===== src/rtl/drd_pkg.sv =====
// Package: shared types of the delayed-read tracker.
// Assumes: nothing beyond SystemVerilog 2017.
package drd_pkg;

    // Tracker phase: idle, waiting for internal data, holding data.
    typedef enum logic [1:0] {
        ST_IDLE  = 2'd0,
        ST_FETCH = 2'd1,
        ST_HOLD  = 2'd2
    } drd_state_e;

    // Answer given to a bus read request.
    typedef enum logic [1:0] {
        RSP_NONE  = 2'd0,
        RSP_RETRY = 2'd1,
        RSP_ACK   = 2'd2
    } drd_rsp_e;

endpackage


===== src/rtl/drd_timer.sv =====
// Module: drd_timer
// Counts the cycles the buffer has held fetched data and flags the last
// allowed cycle.
// Assumes: run is high exactly while data is held. The count restarts at
// zero whenever run drops, so each hold period is timed afresh.
module drd_timer #(
    parameter int TMO_W = 15
) (
    input  logic clk,
    input  logic rst_n,
    input  logic run,
    output logic expire
);
    localparam logic [TMO_W-1:0] LAST = {TMO_W{1'b1}};

    logic [TMO_W-1:0] cnt_q;

    // Age counter: cleared while idle, advances once per held cycle.
    always_ff @(posedge clk) begin
        if (!rst_n) begin
            cnt_q <= '0;
        end else if (!run) begin
            cnt_q <= '0;
        end else begin
            cnt_q <= cnt_q + 1'b1;
        end
    end

    // Expiry marks the final cycle of the hold window.
    always_comb begin
        expire = run && (cnt_q == LAST);
    end

endmodule


===== src/rtl/drd_pending.sv =====
// Module: drd_pending
// Holds the address and data of the single outstanding delayed read,
// compares incoming reads against it and registers the read data port.
// Assumes: load_addr and load_data never fire in the same cycle. The
// control decides when the stored values are meaningful.
module drd_pending #(
    parameter int ADDR_W = 16,
    parameter int DATA_W = 32
) (
    input  logic              clk,
    input  logic              rst_n,
    input  logic              load_addr,
    input  logic [ADDR_W-1:0] req_addr,
    input  logic              load_data,
    input  logic [DATA_W-1:0] new_data,
    input  logic              present,
    output logic [ADDR_W-1:0] pend_addr,
    output logic              addr_hit,
    output logic [DATA_W-1:0] out_data
);
    logic [ADDR_W-1:0] addr_q;
    logic [DATA_W-1:0] data_q;
    logic [DATA_W-1:0] out_q;

    // Capture the address of the read that opens a delayed transaction.
    always_ff @(posedge clk) begin
        if (!rst_n) begin
            addr_q <= '0;
        end else if (load_addr) begin
            addr_q <= req_addr;
        end
    end

    // Capture the data item returned by the internal fetch.
    always_ff @(posedge clk) begin
        if (!rst_n) begin
            data_q <= '0;
        end else if (load_data) begin
            data_q <= new_data;
        end
    end

    // Drive held data onto the bus-side data port when a read completes.
    always_ff @(posedge clk) begin
        if (!rst_n) begin
            out_q <= '0;
        end else if (present) begin
            out_q <= data_q;
        end
    end

    // Address comparison for retried reads.
    always_comb begin
        addr_hit  = (req_addr == addr_q);
        pend_addr = addr_q;
        out_data  = out_q;
    end

endmodule


===== src/rtl/drd_status.sv =====
// Module: drd_status
// Sticky expired-wait flag with write-one-to-clear access.
// Assumes: set is a one-cycle event. A set in the same cycle as a
// clearing write wins, so no event is lost.
module drd_status (
    input  logic clk,
    input  logic rst_n,
    input  logic set,
    input  logic wr_en,
    input  logic wr_bit,
    output logic flag
);
    logic flag_q;

    // Flag update: set has priority over a write of 1.
    always_ff @(posedge clk) begin
        if (!rst_n) begin
            flag_q <= 1'b0;
        end else if (set) begin
            flag_q <= 1'b1;
        end else if (wr_en && wr_bit) begin
            flag_q <= 1'b0;
        end
    end

    // Expose the stored flag.
    always_comb begin
        flag = flag_q;
    end

endmodule


===== src/rtl/drd_ctrl.sv =====
// Module: drd_ctrl
// Phase control of the delayed-read tracker. It decides retry or
// completion for each read, starts fetches, captures returned data and
// discards held data on expiry. Responses are registered, so they appear
// one cycle after the request.
// Assumes: rd_req is a one-cycle strobe per bus read attempt, and
// fetch_valid is only meaningful while a fetch is requested.
module drd_ctrl
    import drd_pkg::*;
(
    input  logic       clk,
    input  logic       rst_n,
    input  logic       rd_req,
    input  logic       addr_hit,
    input  logic       fetch_valid,
    input  logic       expire,
    output drd_state_e state,
    output logic       start,
    output logic       capture,
    output logic       present,
    output logic       discard,
    output logic       ack,
    output logic       retry
);
    drd_state_e state_q;
    drd_state_e state_d;
    drd_rsp_e   rsp;
    logic       ack_q;
    logic       retry_q;

    // Next phase and per-cycle actions.
    always_comb begin
        state_d = state_q;
        rsp     = RSP_NONE;
        start   = 1'b0;
        capture = 1'b0;
        discard = 1'b0;
        unique case (state_q)
            ST_IDLE: begin
                if (rd_req) begin
                    start   = 1'b1;
                    rsp     = RSP_RETRY;
                    state_d = ST_FETCH;
                end
            end
            ST_FETCH: begin
                if (rd_req) begin
                    rsp = RSP_RETRY;
                end
                if (fetch_valid) begin
                    capture = 1'b1;
                    state_d = ST_HOLD;
                end
            end
            ST_HOLD: begin
                if (rd_req && addr_hit) begin
                    rsp     = RSP_ACK;
                    state_d = ST_IDLE;
                end else begin
                    if (rd_req) begin
                        rsp = RSP_RETRY;
                    end
                    if (expire) begin
                        discard = 1'b1;
                        state_d = ST_IDLE;
                    end
                end
            end
            default: begin
                state_d = ST_IDLE;
            end
        endcase
        present = (rsp == RSP_ACK);
    end

    // Phase register.
    always_ff @(posedge clk) begin
        if (!rst_n) begin
            state_q <= ST_IDLE;
        end else begin
            state_q <= state_d;
        end
    end

    // Registered one-cycle response pulses.
    always_ff @(posedge clk) begin
        if (!rst_n) begin
            ack_q   <= 1'b0;
            retry_q <= 1'b0;
        end else begin
            ack_q   <= (rsp == RSP_ACK);
            retry_q <= (rsp == RSP_RETRY);
        end
    end

    // Output mapping.
    always_comb begin
        state = state_q;
        ack   = ack_q;
        retry = retry_q;
    end

endmodule


===== src/rtl/drd_tracker.sv =====
// Module: drd_tracker (top)
// Target-side tracker for retry-based reads. It answers reads with retry
// or data, runs the internal fetch handshake, times out stale data after
// 2^TMO_W held cycles and records the timeout in a sticky flag.
// Assumes: a single outstanding delayed read, and fetch_data valid in the
// cycle fetch_valid is high.
module drd_tracker #(
    parameter int ADDR_W = 16,
    parameter int DATA_W = 32,
    parameter int TMO_W  = 15
) (
    input  logic              clk,
    input  logic              rst_n,
    input  logic              rd_req,
    input  logic [ADDR_W-1:0] rd_addr,
    output logic              rd_retry,
    output logic              rd_ack,
    output logic [DATA_W-1:0] rd_data,
    output logic              fetch_req,
    output logic [ADDR_W-1:0] fetch_addr,
    input  logic              fetch_valid,
    input  logic [DATA_W-1:0] fetch_data,
    input  logic              sts_wr_en,
    input  logic              sts_wr_bit,
    output logic              tmo_flag
);
    import drd_pkg::*;

    drd_state_e state;
    logic       start;
    logic       capture;
    logic       present;
    logic       discard;
    logic       addr_hit;
    logic       expire;
    logic       held;

    drd_ctrl ctrl_i (
        .clk         (clk),
        .rst_n       (rst_n),
        .rd_req      (rd_req),
        .addr_hit    (addr_hit),
        .fetch_valid (fetch_valid),
        .expire      (expire),
        .state       (state),
        .start       (start),
        .capture     (capture),
        .present     (present),
        .discard     (discard),
        .ack         (rd_ack),
        .retry       (rd_retry)
    );

    drd_pending #(
        .ADDR_W (ADDR_W),
        .DATA_W (DATA_W)
    ) pend_i (
        .clk       (clk),
        .rst_n     (rst_n),
        .load_addr (start),
        .req_addr  (rd_addr),
        .load_data (capture),
        .new_data  (fetch_data),
        .present   (present),
        .pend_addr (fetch_addr),
        .addr_hit  (addr_hit),
        .out_data  (rd_data)
    );

    drd_timer #(
        .TMO_W (TMO_W)
    ) tmr_i (
        .clk    (clk),
        .rst_n  (rst_n),
        .run    (held),
        .expire (expire)
    );

    drd_status sts_i (
        .clk    (clk),
        .rst_n  (rst_n),
        .set    (discard),
        .wr_en  (sts_wr_en),
        .wr_bit (sts_wr_bit),
        .flag   (tmo_flag)
    );

    // Phase decode for the fetch request and the hold timer.
    always_comb begin
        fetch_req = (state == ST_FETCH);
        held      = (state == ST_HOLD);
    end

endmodule


===== config.mk =====
export PLATFORM = sky130hd
export DESIGN_NAME = drd_tracker
export DESIGN_NICKNAME = d
export VERILOG_FILES = /design/src/rtl/drd_pkg.sv /design/src/rtl/drd_timer.sv /design/src/rtl/drd_pending.sv /design/src/rtl/drd_status.sv /design/src/rtl/drd_ctrl.sv /design/src/rtl/drd_tracker.sv
export SDC_FILE = /design/constraint.sdc
export NUM_CORES = 1
export LEC_CHECK = 0
export BUFFER_PORTS_ARGS = -buffer_cell sky130_fd_sc_hd__buf_2
export CAP_MARGIN = 15
export CORE_ASPECT_RATIO = 0.9
export CORE_UTILIZATION = 30
export DETAILED_ROUTE_END_ITERATION = 16
export HOLD_SLACK_MARGIN = 0.05
export PLACE_DENSITY = 0.54
export SKIP_LAST_GASP = 1
export SLEW_MARGIN = 20
export SYNTH_ARGS = -nofsm -noshare
export SYNTH_HDL_FRONTEND = slang
export SYNTH_SLANG_ARGS = --single-unit

===== constraint.sdc =====
create_clock -name clk -period 2.1 [get_ports clk]
set_input_delay 0.21 -clock clk [delete_from_list [all_inputs] [get_ports clk]]
set_output_delay 0.21 -clock clk [all_outputs]
set_load 0.005 [all_outputs]

==> flow_metrics.tcl <==
set metrics [dict create \
    postSynth.asyncResetShare_pct 0 \
    tns_ns 0 \
    place_area_sq_um 4560 \
    vdd_drop_max_mv 0.396 \
    dieHeight_um 110 \
    pin_count 106 \
    avgSynthCellArea_sq_um 8.51 \
    first_iter_violations 154 \
    p_comb_share_pct 7.4 \
    cts_hold_buffers 0 \
    p_switching_uw 907 \
    num_vias 3230 \
    clock_sinks 100 \
    drtPass1Iterations 4 \
    final_antenna_net_count 0 \
    remaining_drc_errors 0 \
    reg2reg_slack_ns 0.26 \
    layout.nets 612 \
    dp_hpwl_mm 6.46 \
    io_buffers 105 \
    clk_latency_ns 0.34 \
    cts_buffers 9 \
    synthToLayoutAreaGrowth_pct 24.4 \
    busiest_layer "met2" \
    initial_core_util_pct 30.9 \
    met3_usage_pct 6.28 \
    slew_headroom_pct 61.8 \
    synth_cell_types 29 \
    cts_setup_buffers 0 \
    drt-total-wl_mm 9.23 \
    finClkSkew_ns 0.00551 \
    yosysSeqAreaShare_pct 51.1 \
    use_met1_pct 16.7 \
    use_met2_pct 23.6 \
    critPathCaptureType "flop" \
    critPathMaxFanout 32 \
    p_per_area_nw_per_um2 826 \
    fillers 1355 \
    p_leak_uw 0.00190 \
    grt_max_degree 37 \
    core_area_sq_um 12700 \
    diodes 0 \
    cts_tree "built" \
    syn_nets 515 \
    synth-seq-cells 100 \
    avgViaCountPerCell 4.46 \
    switching_share_pct 22.6 \
    multi_input_area_sq_um 1750 \
    htree_levels 3 \
    gp_congestion 0.685 \
    layout-drive-gt1-share_pct 23.0 \
    path_class "flop to flop" \
    cp.required_ns 2.37 \
    ys_warn_count 0 \
    hp-class "primary input to flop" \
    root_buffer "clkbuf_16" \
    die_area_sq_um 13500 \
    seq_area_sq_um 2000 \
    path_clk_slew_ns 0.07 \
    final_area_sq_um 4870 \
    antenna_found_initial 1 \
    grt_use_total_pct 14.3 \
    pwr-share-seq_pct 49.4 \
    max_slew.worst_pin.slew_ns 0.573 \
    period_share_pct 87.8 \
    status "finished clean" \
    total_power_uw 4020 \
    layout_min_cycle_time_ns 1.84 \
    synth_cells 460 \
    hold_viol_final 0 \
    max_cap_violations 0 \
    crit_path_start_kind "flop" \
    synth_area_sq_um 3920 \
    grt_pass1_vias 3126 \
    grt_pass1_wl_mm 14.9 \
    fmax_ghz 0.543 \
    synth_flop_cell "dfxtp_1" \
    cts.path.max_buffers 2 \
    post_cts_resized 0 \
    rsz0062_at_grt "false" \
    synth_edf_count 0 \
    die_width_um 122 \
    num_rows 39 \
    crit_arrival_ns 2.11 \
    drv_slew 0 \
    overflow 0 \
    clkPwrFrac_pct 43.2 \
    p_int_uw 3110 \
    setup_violations 0 \
    routedWlPerCell_um 12.7 \
]
## power by group through the flow
| stage | Combinational (uW) | Clock (uW) | Sequential (uW) |
|---|---|---|---|
| 2_1_floorplan | 174 | 0 | 2020 |
| 3_5_place_dp | 304 | 0 | 2030 |
| 6_report | 299 | 1740 | 1990 |
| 4_1_cts | 305 | 1780 | 1990 |
| 5_1_grt | 341 | 1860 | 1990 |
| 3_3_place_gp | 300 | 0 | 2030 |
## metal layers
| metal | part of all wire (%) | vias to the layer above |
|---|---|---|
| met5 | 0.14 | - |
| met4 | 1.0 | 2 |
| met3 | 8.2 | 10 |
| met2 | 44 | 88 |
| met1 | 46 | 1449 |
| li1 | - | 1681 |
## flip-flops by register name, indices dropped and copies added (netlist names)
register          count
ctrl_i.ack            1
ctrl_i.retry          1
ctrl_i.state          2
pend_i.data_q        32
pend_i.out_data      32
pend_i.pend_addr     16
sts_i.flag            1
tmr_i.cnt_q          15
## cells in the final DEF (no fill, tap or decap), types with 2 or more instances in the layout
| master | n |
|---|---|
| nand2_1 | 171 |
| buf_2 | 105 |
| dfxtp_1 | 100 |
| a21oi_1 | 50 |
| mux2i_1 | 32 |
| xnor2_1 | 19 |
| nor2_1 | 18 |
| xor2_1 | 9 |
| clkbuf_16 | 9 |
| buf_4 | 8 |
| nand4_1 | 7 |
| nand3_1 | 5 |
| and3_1 | 3 |
| nor2b_1 | 2 |
| and2_1 | 2 |
| nor3_1 | 2 |
| bufinv_16 | 2 |
| clkbuf_1 | 2 |
## worst paths after layout
kind	from	endpoint	cells after the start
min	fetch_data[9]	pend_i.data_q[9]	3
max	pend_i.pend_addr[2]	pend_i.out_data[11]	6
max reg2reg	pend_i.pend_addr[2]	pend_i.out_data[11]	6
min reg2reg	tmr_i.cnt_q[0]	tmr_i.cnt_q[0]	1
## stage by stage
| stage | utilization, % | std cells | hold slack [ns] | worst slack (ns) |
|---|---|---|---|---|
| after floorplan | - | 460 | 0.324 | 0.410 |
| after global placement | 36.0 | 710 | 0.430 | 0.334 |
| after detailed placement | 36.0 | 710 | 0.445 | 0.290 |
| after CTS | 38.4 | 725 | 0.0932 | 0.274 |
| after global routing | 38.4 | 725 | 0.102 | 0.162 |
| final | 38.4 | 725 | 0.105 | 0.257 |
## synthesized netlist by cell type, types with 4 or more instances
library cell | number | share of area (%)
a21oi_1 | 50 | 6.4
mux2i_1 | 32 | 8.2
xnor2_1 | 19 | 4.3
dfxtp_1 | 100 | 51
nand2_1 | 171 | 16
nand3_1 | 5 | 0.64
nor2_1 | 18 | 1.7
clkbuf_1 | 19 | 1.8
and3_1 | 4 | 0.64
nand4_1 | 7 | 1.1
xor2_1 | 9 | 2.0
## worst max-delay path, stage by stage, from the launching register on
cell	delay (ns)
dfxtp_1	0.33
xnor2_1	0.24
nand4_1	0.18
nor4_4	0.30
and3_2	0.24
buf_12	0.25
mux2i_1	0.21
## final cells by class
type	count	share of cell area (%)
multi-input combinational	331	35.9
clock inverter	4	1.52
clock buffer	11	4.78
tap	164	4.21
sequential	100	41.1
timing repair buffer	114	12.4
inverter	1	0.0771
## cells by family after synthesis
family,count (synthesis),share of synthesized area [%]
AO/OA/AOI/OAI,56,7.51
XOR/XNOR,28,6.26
adder cells (fa/ha/maj),1,0.320
buffers and inverters,29,4.31
flip-flops,100,51.1
multiplexers,32,8.18
AND/OR/NAND/NOR,214,22.3
Note: power is estimated with default switching activity, not from simulation.
